--- src/rtl/txs_pkg.sv ---
package txs_pkg;

  localparam int unsigned TXS_DW = 8;

  typedef enum logic [2:0] {
    ST_IDLE  = 3'd0,
    ST_START = 3'd1,
    ST_DATA  = 3'd2,
    ST_PAR   = 3'd3,
    ST_STOP  = 3'd4
  } txs_state_e;

  typedef struct packed {
    logic [1:0] wl;
    logic       stb;
    logic [2:0] par;
  } txs_cfg_t;

  // number of data bits for a word-length code
  function automatic int unsigned data_bits(input logic [1:0] wl);
    return 32'd5 + {30'd0, wl};
  endfunction

  // parity bit for the selected mode; only the active data bits count
  function automatic logic parity_of(input logic [TXS_DW-1:0] d,
                                     input logic [1:0] wl,
                                     input logic [2:0] par);
    logic [TXS_DW-1:0] m;
    logic x;
    m = d & (8'hFF >> (2'd3 - wl));
    x = ^m;
    case (par)
      3'b001:  return ~x;
      3'b011:  return x;
      3'b101:  return 1'b1;
      3'b111:  return 1'b0;
      default: return 1'b1;
    endcase
  endfunction

  // stop time in ticks
  function automatic int unsigned stop_ticks(input logic [1:0] wl,
                                             input logic stb,
                                             input int unsigned tpb);
    if (!stb) return tpb;
    if (wl == 2'b00) return tpb + tpb / 2;
    return 2 * tpb;
  endfunction

endpackage

--- src/rtl/txs_hold.sv ---
module txs_hold
  import txs_pkg::*;
#(
  parameter int unsigned W = TXS_DW
) (
  input  logic         clk,
  input  logic         rst_n,
  input  logic [W-1:0] in_data,
  input  logic         in_valid,
  output logic         in_ready,
  input  logic         pop,
  output logic         hold_full,
  output logic [W-1:0] hold_data
);

  logic push;

  assign in_ready = !hold_full;
  assign push     = in_valid && !hold_full;

  always_ff @(posedge clk or negedge rst_n) begin
    if (!rst_n) begin
      hold_full <= 1'b0;
      hold_data <= '0;
    end else if (push) begin
      hold_full <= 1'b1;
      hold_data <= in_data;
    end else if (pop) begin
      hold_full <= 1'b0;
    end
  end

  // a held byte stays put until the sequencer takes it
  assert_hold_keep_R5: assert property (@(posedge clk) disable iff (!rst_n)
    (hold_full && !pop) |=> (hold_full && $stable(hold_data)));

  // the sequencer never takes from an empty stage
  assert_pop_full_R5: assert property (@(posedge clk) disable iff (!rst_n)
    pop |-> hold_full);

endmodule

--- src/rtl/txs_shift.sv ---
module txs_shift
  import txs_pkg::*;
#(
  parameter int unsigned W     = TXS_DW,
  parameter int unsigned TPB   = 16,
  parameter int unsigned CNT_W = $clog2(2 * TPB)
) (
  input  logic         clk,
  input  logic         rst_n,
  input  logic         tick,
  input  logic         start_ok,
  input  logic         hold_full,
  input  logic [W-1:0] hold_data,
  input  txs_cfg_t     cfg,
  output logic         pop,
  output logic         busy,
  output logic         line_bit,
  output logic         frame_end
);

  txs_state_e        state;
  logic [W-1:0]      shreg;
  txs_cfg_t          cfg_q;
  logic [CNT_W-1:0]  cnt;
  logic [2:0]        bit_idx;
  logic              par_q;
  logic              bit_end;
  logic [CNT_W-1:0]  limit_m1;
  logic [2:0]        last_idx;

  assign busy = (state != ST_IDLE);
  assign pop  = (state == ST_IDLE) && hold_full && start_ok;

  always_comb begin
    if (state == ST_STOP) limit_m1 = CNT_W'(stop_ticks(cfg_q.wl, cfg_q.stb, TPB) - 1);
    else                  limit_m1 = CNT_W'(TPB - 1);
  end

  assign last_idx  = 3'(data_bits(cfg_q.wl) - 1);
  assign bit_end   = tick && busy && (cnt == limit_m1);
  assign frame_end = bit_end && (state == ST_STOP);

  always_comb begin
    case (state)
      ST_START: line_bit = 1'b0;
      ST_DATA:  line_bit = shreg[0];
      ST_PAR:   line_bit = par_q;
      default:  line_bit = 1'b1;
    endcase
  end

  always_ff @(posedge clk or negedge rst_n) begin
    if (!rst_n) begin
      state   <= ST_IDLE;
      shreg   <= '0;
      cfg_q   <= '0;
      cnt     <= '0;
      bit_idx <= '0;
      par_q   <= 1'b1;
    end else if (pop) begin
      state   <= ST_START;
      shreg   <= hold_data;
      cfg_q   <= cfg;
      cnt     <= '0;
      bit_idx <= '0;
      par_q   <= parity_of(hold_data, cfg.wl, cfg.par);
    end else if (tick && busy) begin
      if (!bit_end) begin
        cnt <= cnt + 1'b1;
      end else begin
        cnt <= '0;
        case (state)
          ST_START: state <= ST_DATA;
          ST_DATA: begin
            shreg <= shreg >> 1;
            if (bit_idx == last_idx) state <= cfg_q.par[0] ? ST_PAR : ST_STOP;
            else bit_idx <= bit_idx + 1'b1;
          end
          ST_PAR:  state <= ST_STOP;
          default: state <= ST_IDLE;
        endcase
      end
    end
  end

  // data index never passes the configured word length
  assert_data_idx_R2: assert property (@(posedge clk) disable iff (!rst_n)
    (state == ST_DATA) |-> (bit_idx <= last_idx));

  // timing only moves on a tick
  assert_cnt_hold_R2: assert property (@(posedge clk) disable iff (!rst_n)
    (busy && !tick) |=> $stable(cnt));

  // a frame returns to idle only through its stop time
  assert_end_idle_R4: assert property (@(posedge clk) disable iff (!rst_n)
    frame_end |=> (state == ST_IDLE || state == ST_START));

endmodule

--- src/rtl/txs_line.sv ---
module txs_line #(
  parameter int unsigned TPB   = 16,
  parameter int unsigned CNT_W = $clog2(2 * TPB)
) (
  input  logic clk,
  input  logic rst_n,
  input  logic tick,
  input  logic brk,
  input  logic busy,
  input  logic line_bit,
  input  logic load,
  output logic start_ok,
  output logic txd
);

  localparam int unsigned GW = $clog2(TPB + 1);

  logic [GW-1:0] guard;
  logic          masked;

  always_ff @(posedge clk or negedge rst_n) begin
    if (!rst_n) begin
      guard  <= '0;
      masked <= 1'b0;
    end else begin
      if (brk)                      guard <= GW'(TPB);
      else if (tick && guard != '0) guard <= guard - 1'b1;

      if (load)              masked <= 1'b0;
      else if (brk && busy)  masked <= 1'b1;
    end
  end

  assign start_ok = !brk && (guard == '0);
  assign txd      = brk ? 1'b0 : (masked ? 1'b1 : line_bit);

  // release always arms a full bit of mark time
  assert_guard_arm_R8: assert property (@(posedge clk) disable iff (!rst_n)
    $fell(brk) |-> (guard == GW'(TPB)));

  // nothing starts while the mark guard is still running
  assert_guard_block_R8: assert property (@(posedge clk) disable iff (!rst_n)
    (guard != '0) |-> !load);

endmodule

--- src/rtl/serial_tx_framer.sv ---
module serial_tx_framer
  import txs_pkg::*;
#(
  parameter int unsigned TICKS_PER_BIT = 16
) (
  input  logic                 clk,
  input  logic                 rst_n,
  input  logic                 baud_tick,
  input  logic [1:0]           word_len,
  input  logic                 stop_long,
  input  logic [2:0]           par_cfg,
  input  logic                 brk,
  input  logic [TXS_DW-1:0]    in_data,
  input  logic                 in_valid,
  output logic                 in_ready,
  output logic                 txd,
  output logic                 tx_empty
);

  localparam int unsigned CNT_W = $clog2(2 * TICKS_PER_BIT);

  txs_cfg_t          cfg;
  logic              pop;
  logic              hold_full;
  logic [TXS_DW-1:0] hold_data;
  logic              busy;
  logic              line_bit;
  logic              frame_end;
  logic              start_ok;

  assign cfg = '{wl: word_len, stb: stop_long, par: par_cfg};

  txs_hold #(.W(TXS_DW)) u_hold (
    .clk(clk), .rst_n(rst_n), .in_data(in_data), .in_valid(in_valid),
    .in_ready(in_ready), .pop(pop), .hold_full(hold_full), .hold_data(hold_data)
  );

  txs_shift #(.W(TXS_DW), .TPB(TICKS_PER_BIT), .CNT_W(CNT_W)) u_shift (
    .clk(clk), .rst_n(rst_n), .tick(baud_tick), .start_ok(start_ok),
    .hold_full(hold_full), .hold_data(hold_data), .cfg(cfg), .pop(pop),
    .busy(busy), .line_bit(line_bit), .frame_end(frame_end)
  );

  txs_line #(.TPB(TICKS_PER_BIT), .CNT_W(CNT_W)) u_line (
    .clk(clk), .rst_n(rst_n), .tick(baud_tick), .brk(brk), .busy(busy),
    .line_bit(line_bit), .load(pop), .start_ok(start_ok), .txd(txd)
  );

  assign tx_empty = !hold_full && !busy;

  // idle line sits at mark unless a break holds it low
  assert_empty_mark_R6: assert property (@(posedge clk) disable iff (!rst_n)
    (tx_empty && !brk) |-> txd);

  // a full holding stage means the transmitter is not empty
  assert_ready_empty_R5: assert property (@(posedge clk) disable iff (!rst_n)
    !in_ready |-> !tx_empty);

  // a frame never starts on a cycle that saw break
  assert_no_start_brk_R8: assert property (@(posedge clk) disable iff (!rst_n)
    $rose(busy) |-> !$past(brk));

  // the end of a frame is followed by an empty or reloading transmitter
  assert_end_status_R4: assert property (@(posedge clk) disable iff (!rst_n)
    (frame_end && !hold_full) |=> tx_empty);

endmodule

--- config.mk ---
export PLATFORM = sky130hd
export DESIGN_NAME = serial_tx_framer
export DESIGN_NICKNAME = d
export VERILOG_FILES = /design/src/rtl/txs_pkg.sv /design/src/rtl/txs_hold.sv /design/src/rtl/txs_shift.sv /design/src/rtl/txs_line.sv /design/src/rtl/serial_tx_framer.sv
export SDC_FILE = /design/constraint.sdc
export NUM_CORES = 1
export LEC_CHECK = 0
export BUFFER_PORTS_ARGS = -buffer_cell sky130_fd_sc_hd__buf_2
export CAP_MARGIN = 30
export CORE_AREA = 2 2 72 74
export CTS_CLUSTER_DIAMETER = 60
export CTS_CLUSTER_SIZE = 40
export DETAILED_ROUTE_END_ITERATION = 16
export DIE_AREA = 0 0 74 76
export PLACE_DENSITY_LB_ADDON = 0.15
export SLEW_MARGIN = 15
export SYNTH_ARGS = -nofsm -noshare
export SYNTH_HDL_FRONTEND = slang
export SYNTH_HIERARCHICAL = 1
export SYNTH_SLANG_ARGS = --single-unit
--- constraint.sdc ---
create_clock -name clk -period 1.83 [get_ports clk]
set_input_delay 0.0915 -clock clk [delete_from_list [all_inputs] [get_ports clk]]
set_output_delay 0.0915 -clock clk [all_outputs]
set_load 0.01 [all_outputs]
==> run summary, run 1 <==
Worst setup EP type: flip-flop
Status: finished, final reports clean
Metal2 WL: 2.24 mm
CTS tree: yes
Slew @ Worst Pin: 0.581 ns
Num rows: 26
Via count: 1548
Pleak: 1.23 nW
Slowest library cell on the worst path: dfrtp_1
Port buffer count: 21
First-pass GRT wire length: 7.51 mm
RSZ-0062 raised after global routing: yes
Hold Path Depth: 2
Maximum clock path buffer count: 2
Pwr Density: 1450 nW/um2
Total clock sinks: 39
Post-Syn Area per Cell: 10.7 um2
Min-Delay Startpoint: in_data[3]
Layout cells sized above 1: 30.8%
Boundary Pins: 22
Max FO, Critical Path: 8
Worst setup SP type: flip-flop
Pwr Total: 3.66 mW
DIE AREA: 5620 um2
Clk_lat worst skew: 0.30 ns
Congestion Overflow GR: 0
Tmin final: 1.79 ns
Min setup slack post-route: 0.0413 ns
Post-placement setup slack: 0.00781 ns
Chip width: 74 um
Slew HR: 61.2%
Antenna cell count: 0
R2R Path Start: u_shift/cfg_q[5]$_DFFE_PN0P_
FF/Latch Area: 977 um2
Final Max Tran Viols: 0
Syn_nets: 218
Fin. Hold Viols: 0
DRC errors left: 0
Total GRT Usage: 17.3%
Starting Density: 42.6%
Metal-1 WL: 1.89 mm
Met3 WL: 120 um
# Max-Cap Violations: 0
Initial DRC Count: 45
Fin crit share: 97.7%
Largest net degree at the start of global routing: 27
Synth Warn #: 6
Hold EP: u_hold/hold_data[3]$_DFFE_PN0P_
Nets: 258
Die H: 76 um
Vias per cell: 5.04
Worst endpoint required time: 2.00 ns
R2r setup slk: 0.04 ns
GPL Wtd Cong: 0.858
Top Metal Used: met4
Fill count: 461
Post-Syn Instances: 196
HP Class: input port to flip-flop
Root buf cell: clkbuf_8
Maximum vdd drop: 0.795 mV
Setup tns final: 0 ns
Vias in the first global route: 1624
Inserted Clock Buffers: 5
Mapped Area: 2090 um2
Multi-input gate area in the final layout: 1040 um2
Final Skew: 0.00769 ns
Layout area overhead: 20.5%
Avg WL per Cell: 14.1 um
Worst flop-to-flop path endpoint: u_shift/shreg[6]$_DFFE_PN0P_
Htree depth: 2
Core box area: 4910 um2
Worst r2r path cells: 6
Clock transition at path regs: 0.08 ns
Max Freq: 559 MHz
Max incr delay on CP: 0.40 ns
Crit-path cells: buf_6, o211ai_1, a21oi_4, o211ai_4, mux2i_1, a21oi_1
Post-DRT Antenna Nets: 0
Final count of negative-setup-slack endpoints: 0
DR pass1 iterations: 4
Dpl hpwl: 3.06 mm
Initial antenna violation count: 0
WP data arrival: 1.96 ns
CP Class: flip-flop to flip-flop
Routed WL: 4.34 mm
==> sequential cells by signal, indices dropped and copies added (netlist names), 3 cells and up <==
signal	count
u_shift/cfg_q	4
u_shift/state	3
u_shift/bit_idx	3
u_shift/cnt	5
u_shift/shreg	8
u_hold/hold_data	8
u_line/guard	5
==> per-stage QoR <==
stage | hold slack [ns] | cell area [um2] | std cells | utilization, %
floorplan | -0.204 | 2090 | 196 | -
global placement | 0.120 | 2330 | 293 | 47.5
detailed placement | 0.125 | 2330 | 293 | 47.5
CTS | 0.0114 | 2470 | 304 | 50.2
global route | 0.0103 | 2520 | 307 | 51.4
finish | 0.0181 | 2520 | 307 | 51.4
==> cell usage in the layout, fill, tap and decap left out, drive strengths merged, types with 2 or more instances in the layout <==
cell type    count
nor4b            2
o211ai           3
clkbuf           7
or4b             2
mux2i            9
a21o             2
o31a             3
buf             41
inv              8
mux2             9
nor3             4
nand2           24
nor2            22
o21ai            4
dlygate4sd3      2
dfrtp           38
nand3            4
nor2b            2
xnor2            7
ha               3
a21oi           15
nor3b            3
xor2             5
==> worst max-delay path: cells and delay by family, from the launching register on <==
kind | cells | cell delay [ns]
flops | 1 | 0.40
buf+inv | 1 | 0.13
compound gates | 4 | 0.91
mux | 1 | 0.23
==> repair_timing <==
item,CTS,global route
hold buffers,2,0
setup buffers,1,3
pin swaps,1,7
resized for setup,1,8
endpoints found under the setup margin,1,18
hold endpoints to repair,24,0
==> layout make-up <==
type | count | share of cell area [%]
multi-input combinational | 139 | 41.3
sequential | 39 | 38.7
timing repair buffer | 43 | 11.2
clock buffer | 7 | 3.82
tap | 70 | 3.47
inverter | 8 | 1.19
clock inverter | 1 | 0.297
==> worst max path at each step <==
stage,from,endpoint,slack (ns),cells after the start
2_1_floorplan,u_shift/cnt[3]$_DFFE_PN0P_,u_shift/state[2]$_DFFE_PN0P_,0.03,5
3_3_place_gp,u_shift/cnt[3]$_DFFE_PN0P_,u_shift/state[2]$_DFFE_PN0P_,0.05,5
3_5_place_dp,u_shift/cnt[3]$_DFFE_PN0P_,u_shift/state[2]$_DFFE_PN0P_,0.008,5
4_1_cts,u_shift/cnt[3]$_DFFE_PN0P_,u_shift/state[2]$_DFFE_PN0P_,0.01,5
5_1_grt,u_shift/cfg_q[5]$_DFFE_PN0P_,u_shift/shreg[5]$_DFFE_PN0P_,-0.09,6
6_report,u_shift/cfg_q[5]$_DFFE_PN0P_,u_shift/shreg[6]$_DFFE_PN0P_,0.04,6
==> metal layers <==
layer / vias to the layer above / global-route usage [%]
met3: 7 / 4.50
met4: 0 / 7.45
met2: 27 / 28.0
met5: - / 0
li1: 751 / -
met1: 763 / 21.5
==> power breakdown <==
group	internal, mW	leakage, nW	switching, mW	total (mW)
sequential	1.18	0.483	0.285	1.46
clock	0.343	0.0505	0.311	0.654
combinational	0.887	0.701	0.659	1.55
total	2.41	1.23	1.25	3.66
Note: power is estimated with default switching activity, not from simulation.
==> run 2, diff against run 1 <==
--- a/config.mk
+++ b/config.mk
@@ -5,11 +5,11 @@
 export SDC_FILE = /design/constraint.sdc
 export NUM_CORES = 1
 export LEC_CHECK = 0
+export ABC_CLOCK_PERIOD_IN_PS = 1830
 export BUFFER_PORTS_ARGS = -buffer_cell sky130_fd_sc_hd__buf_2
 export CAP_MARGIN = 30
 export CORE_AREA = 2 2 72 74
 export CTS_CLUSTER_DIAMETER = 60
-export CTS_CLUSTER_SIZE = 40
 export DETAILED_ROUTE_END_ITERATION = 16
 export DIE_AREA = 0 0 74 76
 export PLACE_DENSITY_LB_ADDON = 0.15
==> constraint.sdc (replaced) <==
create_clock -name clk -period 1.83 [get_ports clk]
set_input_delay 0.183 -clock clk [delete_from_list [all_inputs] [get_ports clk]]
set_output_delay 0.183 -clock clk [all_outputs]
set_load 0.01 [all_outputs]
==> run 2 against run 1 <==
  * Utilization fell by 1.2 points
  * Non-clock buffer count fell by 4
  * Maximum frequency decreased by 0.40%
  * Sequential power hardly changed
  * Clock skew fell by 0.0041 ns
  * Flip-flop and latch count stayed put
==> run summary, run 2 (synthesized netlist as in run 1, its figures left out) <==
Status: finished, final reports clean
Finished Core Util: 50.2%
Vias per cell: 4.89
Layout cells sized above 1: 28.8%
Routed WL: 4.20 mm
Worst path bufs/invs: 0
CTS tree: yes
Clock transition at path regs: 0.07 ns
Final Max Tran Viols: 0
Boundary Pins: 22
Port buffer count: 21
DP Cell Count: 292
Chip width: 74 um
Post-DRT Antenna Nets: 0
Clk_lat worst skew: 0.29 ns
DR pass1 iterations: 4
Multi-input gate area in the final layout: 1040 um2
WP data arrival: 1.97 ns
Max Freq: 557 MHz
Avg WL per Cell: 13.9 um
Final Hold Slack: 0.0955 ns
Fin. Hold Viols: 0
Most frequent cells in the layout: 38 x dfrtp_1, 23 x nand2_1, 22 x nor2_1, 21 x buf_2, 16 x buf_4
Core box area: 4910 um2
Largest net degree at the start of global routing: 40
Most common cell after layout, fill and taps aside: dfrtp_1
Largest regs: u_hold/hold_data (8), u_shift/shreg (8)
HP Class: input port to flip-flop
Starting Density: 42.6%
Via count: 1481
Hold Path Depth: 3
Fin crit share: 98.1%
Maximum vdd drop: 0.885 mV
Dpl hpwl: 3.00 mm
GPL Wtd Cong: 0.862
Final Skew: 0.00358 ns
Pwr Density: 1430 nW/um2
Congestion Overflow GR: 0
Layout area overhead: 17.6%
Pwr Total: 3.52 mW
Tmin final: 1.80 ns
Nets: 254
FF/Latch Area: 977 um2
Final count of negative-setup-slack endpoints: 0
Initial DRC Count: 56
Total clock sinks: 39
Worst flop-to-flop path endpoint: u_shift/state[2]$_DFFE_PN0P_
Die H: 76 um
Final non-filler cell total: 303
R2R Path Start: u_shift/cnt[3]$_DFFE_PN0P_
Antenna cell count: 0
Root buf cell: clkbuf_8
Inserted Clock Buffers: 5
Maximum clock path buffer count: 2
Min-Delay Startpoint: stop_long
CP Class: flip-flop to flip-flop
DRC errors left: 0
Slew HR: 65.6%
Pleak: 1.21 nW
Max incr delay on CP: 0.55 ns
DIE AREA: 5620 um2
R2r setup slk: 0.03 ns
Slew @ Worst Pin: 0.516 ns
Vias in the first global route: 1489
Htree depth: 2
First-pass GRT wire length: 7.02 mm
Initial antenna violation count: 0
Total GRT Usage: 16.1%
Hold EP: u_shift/cfg_q[3]$_DFFE_PN0P_
Worst path top cell family by delay: simple AND/OR/NAND/NOR gates
Max FO, Critical Path: 5
RSZ-0062 raised after global routing: yes
Worst setup EP type: flip-flop
Worst setup SP type: flip-flop
Num rows: 26
Worst r2r path cells: 5
Slowest library cell on the worst path: or4b_4
# Max-Cap Violations: 0
Worst endpoint required time: 2.00 ns
Fill count: 449
Crit-path cells: or4b_4, a21oi_4, o21ai_4, nand2_2, mux2_1
[run 2: cell type report]
type                       count  area share (%)
multi-input combinational    139            42.2
sequential                    39            39.7
timing repair buffer          39            10.0
tap                           70            3.56
clock buffer                   7            3.10
inverter                       8            1.32
clock inverter                 1           0.203
[run 2: through the flow]
stage	setup TNS [ns]	area (um2)	worst slack (ns)
floorplan	0	2090	0.0346
global placement	0	2320	0.0535
detailed placement	0	2320	0.00622
CTS	0	2430	0.00197
global route	-0.0364	2460	-0.0161
finish	0	2460	0.0340
[run 2: worst register-to-register path, delay by kind of cell (launching register included)]
family	cells	cell delay, ns
AOI/OAI and AO/OA	2	0.33
DFF	1	0.39
muxes	1	0.32
and+or+nand+nor	2	0.64
[run 2: how the worst max path moves through the flow]
stage                                              end  depth (start not counted)                       startpoint
final                     u_shift/state[2]$_DFFE_PN0P_                          5       u_shift/cnt[3]$_DFFE_PN0P_
after global routing         u_shift/par_q$_DFFE_PN1P_                          5  u_hold/hold_data[1]$_DFFE_PN0P_
after CTS                 u_shift/state[2]$_DFFE_PN0P_                          5       u_shift/cnt[3]$_DFFE_PN0P_
after detailed placement  u_shift/state[2]$_DFFE_PN0P_                          5       u_shift/cnt[3]$_DFFE_PN0P_
after global placement    u_shift/state[2]$_DFFE_PN0P_                          5       u_shift/cnt[3]$_DFFE_PN0P_
after floorplan           u_shift/state[2]$_DFFE_PN0P_                          5       u_shift/cnt[3]$_DFFE_PN0P_
[run 2: per-layer routing]
layer	GRT usage, %	routed length (um)	vias up
met5	0	0	-
met4	4.91	55	0
met3	3.97	119	6
met2	25.1	2050	19
met1	21.9	1980	709
li1	-	-	747
[run 2: power breakdown]
group          total (mW)  internal, mW  switching (mW)
combinational        1.49         0.854           0.636
sequential           1.46          1.18           0.284
clock               0.561         0.268           0.293
total                3.52          2.30            1.21
[run 2: repair_timing]
action | 4_1_cts | 5_1_grt
buffers inserted | 0 | 2
pin swaps | 1 | 1
gates resized for setup | 2 | 6
hold buffers | 1 | 0
setup endpoints to repair | 2 | 19
hold endpoints to repair | 38 | 0
==> run 3, diff against run 2 <==
--- a/config.mk
+++ b/config.mk
@@ -5,13 +5,14 @@
 export SDC_FILE = /design/constraint.sdc
 export NUM_CORES = 1
 export LEC_CHECK = 0
+export ABC_AREA = 1
 export ABC_CLOCK_PERIOD_IN_PS = 1830
 export BUFFER_PORTS_ARGS = -buffer_cell sky130_fd_sc_hd__buf_2
 export CAP_MARGIN = 30
-export CORE_AREA = 2 2 72 74
+export CORE_AREA = 2 2 74 76
 export CTS_CLUSTER_DIAMETER = 60
 export DETAILED_ROUTE_END_ITERATION = 16
-export DIE_AREA = 0 0 74 76
+export DIE_AREA = 0 0 76 78
 export PLACE_DENSITY_LB_ADDON = 0.15
 export SLEW_MARGIN = 15
 export SYNTH_ARGS = -nofsm -noshare
==> run 3 against run 2 <==
  * Wire length increased by 7.9%
  * Maximum frequency increased by 8.0%
  * Register-to-register slack improved by 0.13 ns
  * Clock skew increased by 0.0044 ns
==> run summary, run 3 <==
Maximum clock path buffer count: 2
Post-Syn Instances: 288
GPL Wtd Cong: 0.814
Num rows: 26
Syn_nets: 310
Max incr delay on CP: 0.41 ns
Nets: 346
Largest regs: u_hold/hold_data (8), u_shift/shreg (8)
Synth Warn #: 6
Fin crit share: 90.9%
Htree depth: 2
Pwr Total: 3.36 mW
Root buf cell: clkbuf_8
Initial DRC Count: 99
Total GRT Usage: 15.7%
WP data arrival: 1.85 ns
Slew HR: 65.9%
Final Max Tran Viols: 0
Chip width: 76 um
Dpl hpwl: 3.15 mm
CP Class: flip-flop to flip-flop
Pleak: 1.43 nW
Congestion Overflow GR: 0
Vias in the first global route: 1689
Clock transition at path regs: 0.08 ns
Antenna cell count: 0
Slowest library cell on the worst path: dfrtp_1
Tmin final: 1.66 ns
Setup tns final: 0 ns
Port buffer count: 21
Crit-path cells: inv_2, ha_4, nand3b_4, nor2_2, nand4_1, buf_4, nand2_2, and3_4, nand2_1, xor2_1, nor2_1
Vias per cell: 4.91
CTS tree: yes
Via count: 1938
Boundary Pins: 22
Most frequent cells in the layout: 102 x nand2_1, 39 x nand3_1, 36 x dfrtp_1, 21 x buf_2, 18 x inv_1
Post-Syn Area per Cell: 7.78 um2
Post-DRT Antenna Nets: 0
R2r setup slk: 0.17 ns
RSZ-0062 raised after global routing: no
Worst setup EP type: flip-flop
Final count of negative-setup-slack endpoints: 0
Inserted Clock Buffers: 5
Worst endpoint required time: 2.01 ns
Initial antenna violation count: 0
Status: finished, final reports clean
Max FO, Critical Path: 3
Pwr Density: 1250 nW/um2
HP Class: input port to flip-flop
Starting Density: 44.4%
Clk_lat worst skew: 0.29 ns
Max Freq: 601 MHz
Largest net degree at the start of global routing: 40
Total clock sinks: 39
Fin. Hold Viols: 0
DR pass1 iterations: 5
Most common cell after layout, fill and taps aside: nand2_1
Layout cells sized above 1: 23.4%
DIE AREA: 5930 um2
First-pass GRT wire length: 7.55 mm
Final Skew: 0.00797 ns
Routed WL: 4.54 mm
Worst setup SP type: flip-flop
Maximum vdd drop: 0.694 mV
# Max-Cap Violations: 0
Core box area: 5040 um2
Die H: 78 um
Layout area overhead: 20.2%
Mapped Area: 2240 um2
Slew @ Worst Pin: 0.511 ns
DRC errors left: 0
Avg WL per Cell: 11.5 um
-- run 3: worst paths after layout --
path / startpoint / end / cells past startpoint
max reg2reg: u_line/guard[1]$_DFFE_PN0P_ / u_shift/cnt[4]$_DFFE_PN0P_ / 11
max: u_line/guard[1]$_DFFE_PN0P_ / u_shift/cnt[4]$_DFFE_PN0P_ / 11
max in group asynchronous: rst_n / u_shift/par_q$_DFFE_PN1P_ / 3
min in group asynchronous: rst_n / u_line/guard[2]$_DFFE_PN0P_ / 3
min: stop_long / u_shift/cfg_q[3]$_DFFE_PN0P_ / 3
min reg2reg: u_shift/par_q$_DFFE_PN1P_ / u_shift/par_q$_DFFE_PN1P_ / 2
-- run 3: cell type report --
cell class                 count  area, um2
timing repair buffer          35        228
multi-input combinational    218       1150
inverter                      25        110
clock buffer                   6       72.6
tap                           70       87.6
fill                         480       2350
sequential                    39        980
clock inverter                 2       60.1
-- run 3: routing by layer --
layer  wire length [um]  GRT usage (%)  vias up  part of all wire (%)
met4                 56           4.91        0                   1.2
met2               2110           26.7       29                    46
met5                  0              0        -                     0
met1               2230           20.1      904                    49
met3                145           3.37        6                   3.2
li1                   -              -      999                     -
-- run 3: stage by stage --
step           cell area (um2)  worst slack [ns]  std cells  hold slack (ns)  utilization [%]
6_report                  2690             0.167        395            0.101             53.4
5_1_grt                   2690            0.0552        395           0.0909             53.4
4_1_cts                   2590            0.0221        389           0.0901             51.3
3_5_place_dp              2440            0.0434        380            0.274             48.4
3_3_place_gp              2440             0.104        380            0.273             48.4
2_1_floorplan             2240             0.127        288           -0.113                -
-- run 3: timing repair --
item | 4_1_cts | 5_1_grt
buffers inserted | 0 | 6
hold buffers | 1 | 0
endpoints found under the setup margin | 1 | 22
hold endpoints to repair | 38 | 0
pin swaps | 0 | 4
resized for setup | 1 | 18
-- run 3: critical path, delay by kind of cell (launching register included) --
| family | cells | cell delay, ns |
|---|---|---|
| XOR/XNOR | 1 | 0.14 |
| adder cells (fa/ha/maj) | 1 | 0.14 |
| buffers and inverters | 2 | 0.25 |
| AND/OR/NAND/NOR | 7 | 0.61 |
| flip-flops | 1 | 0.41 |
-- run 3: report_power, final --
group,total (mW),switching (mW),internal (mW)
Combinational,1.15,0.676,0.471
Sequential,1.36,0.258,1.10
Clock,0.852,0.307,0.545
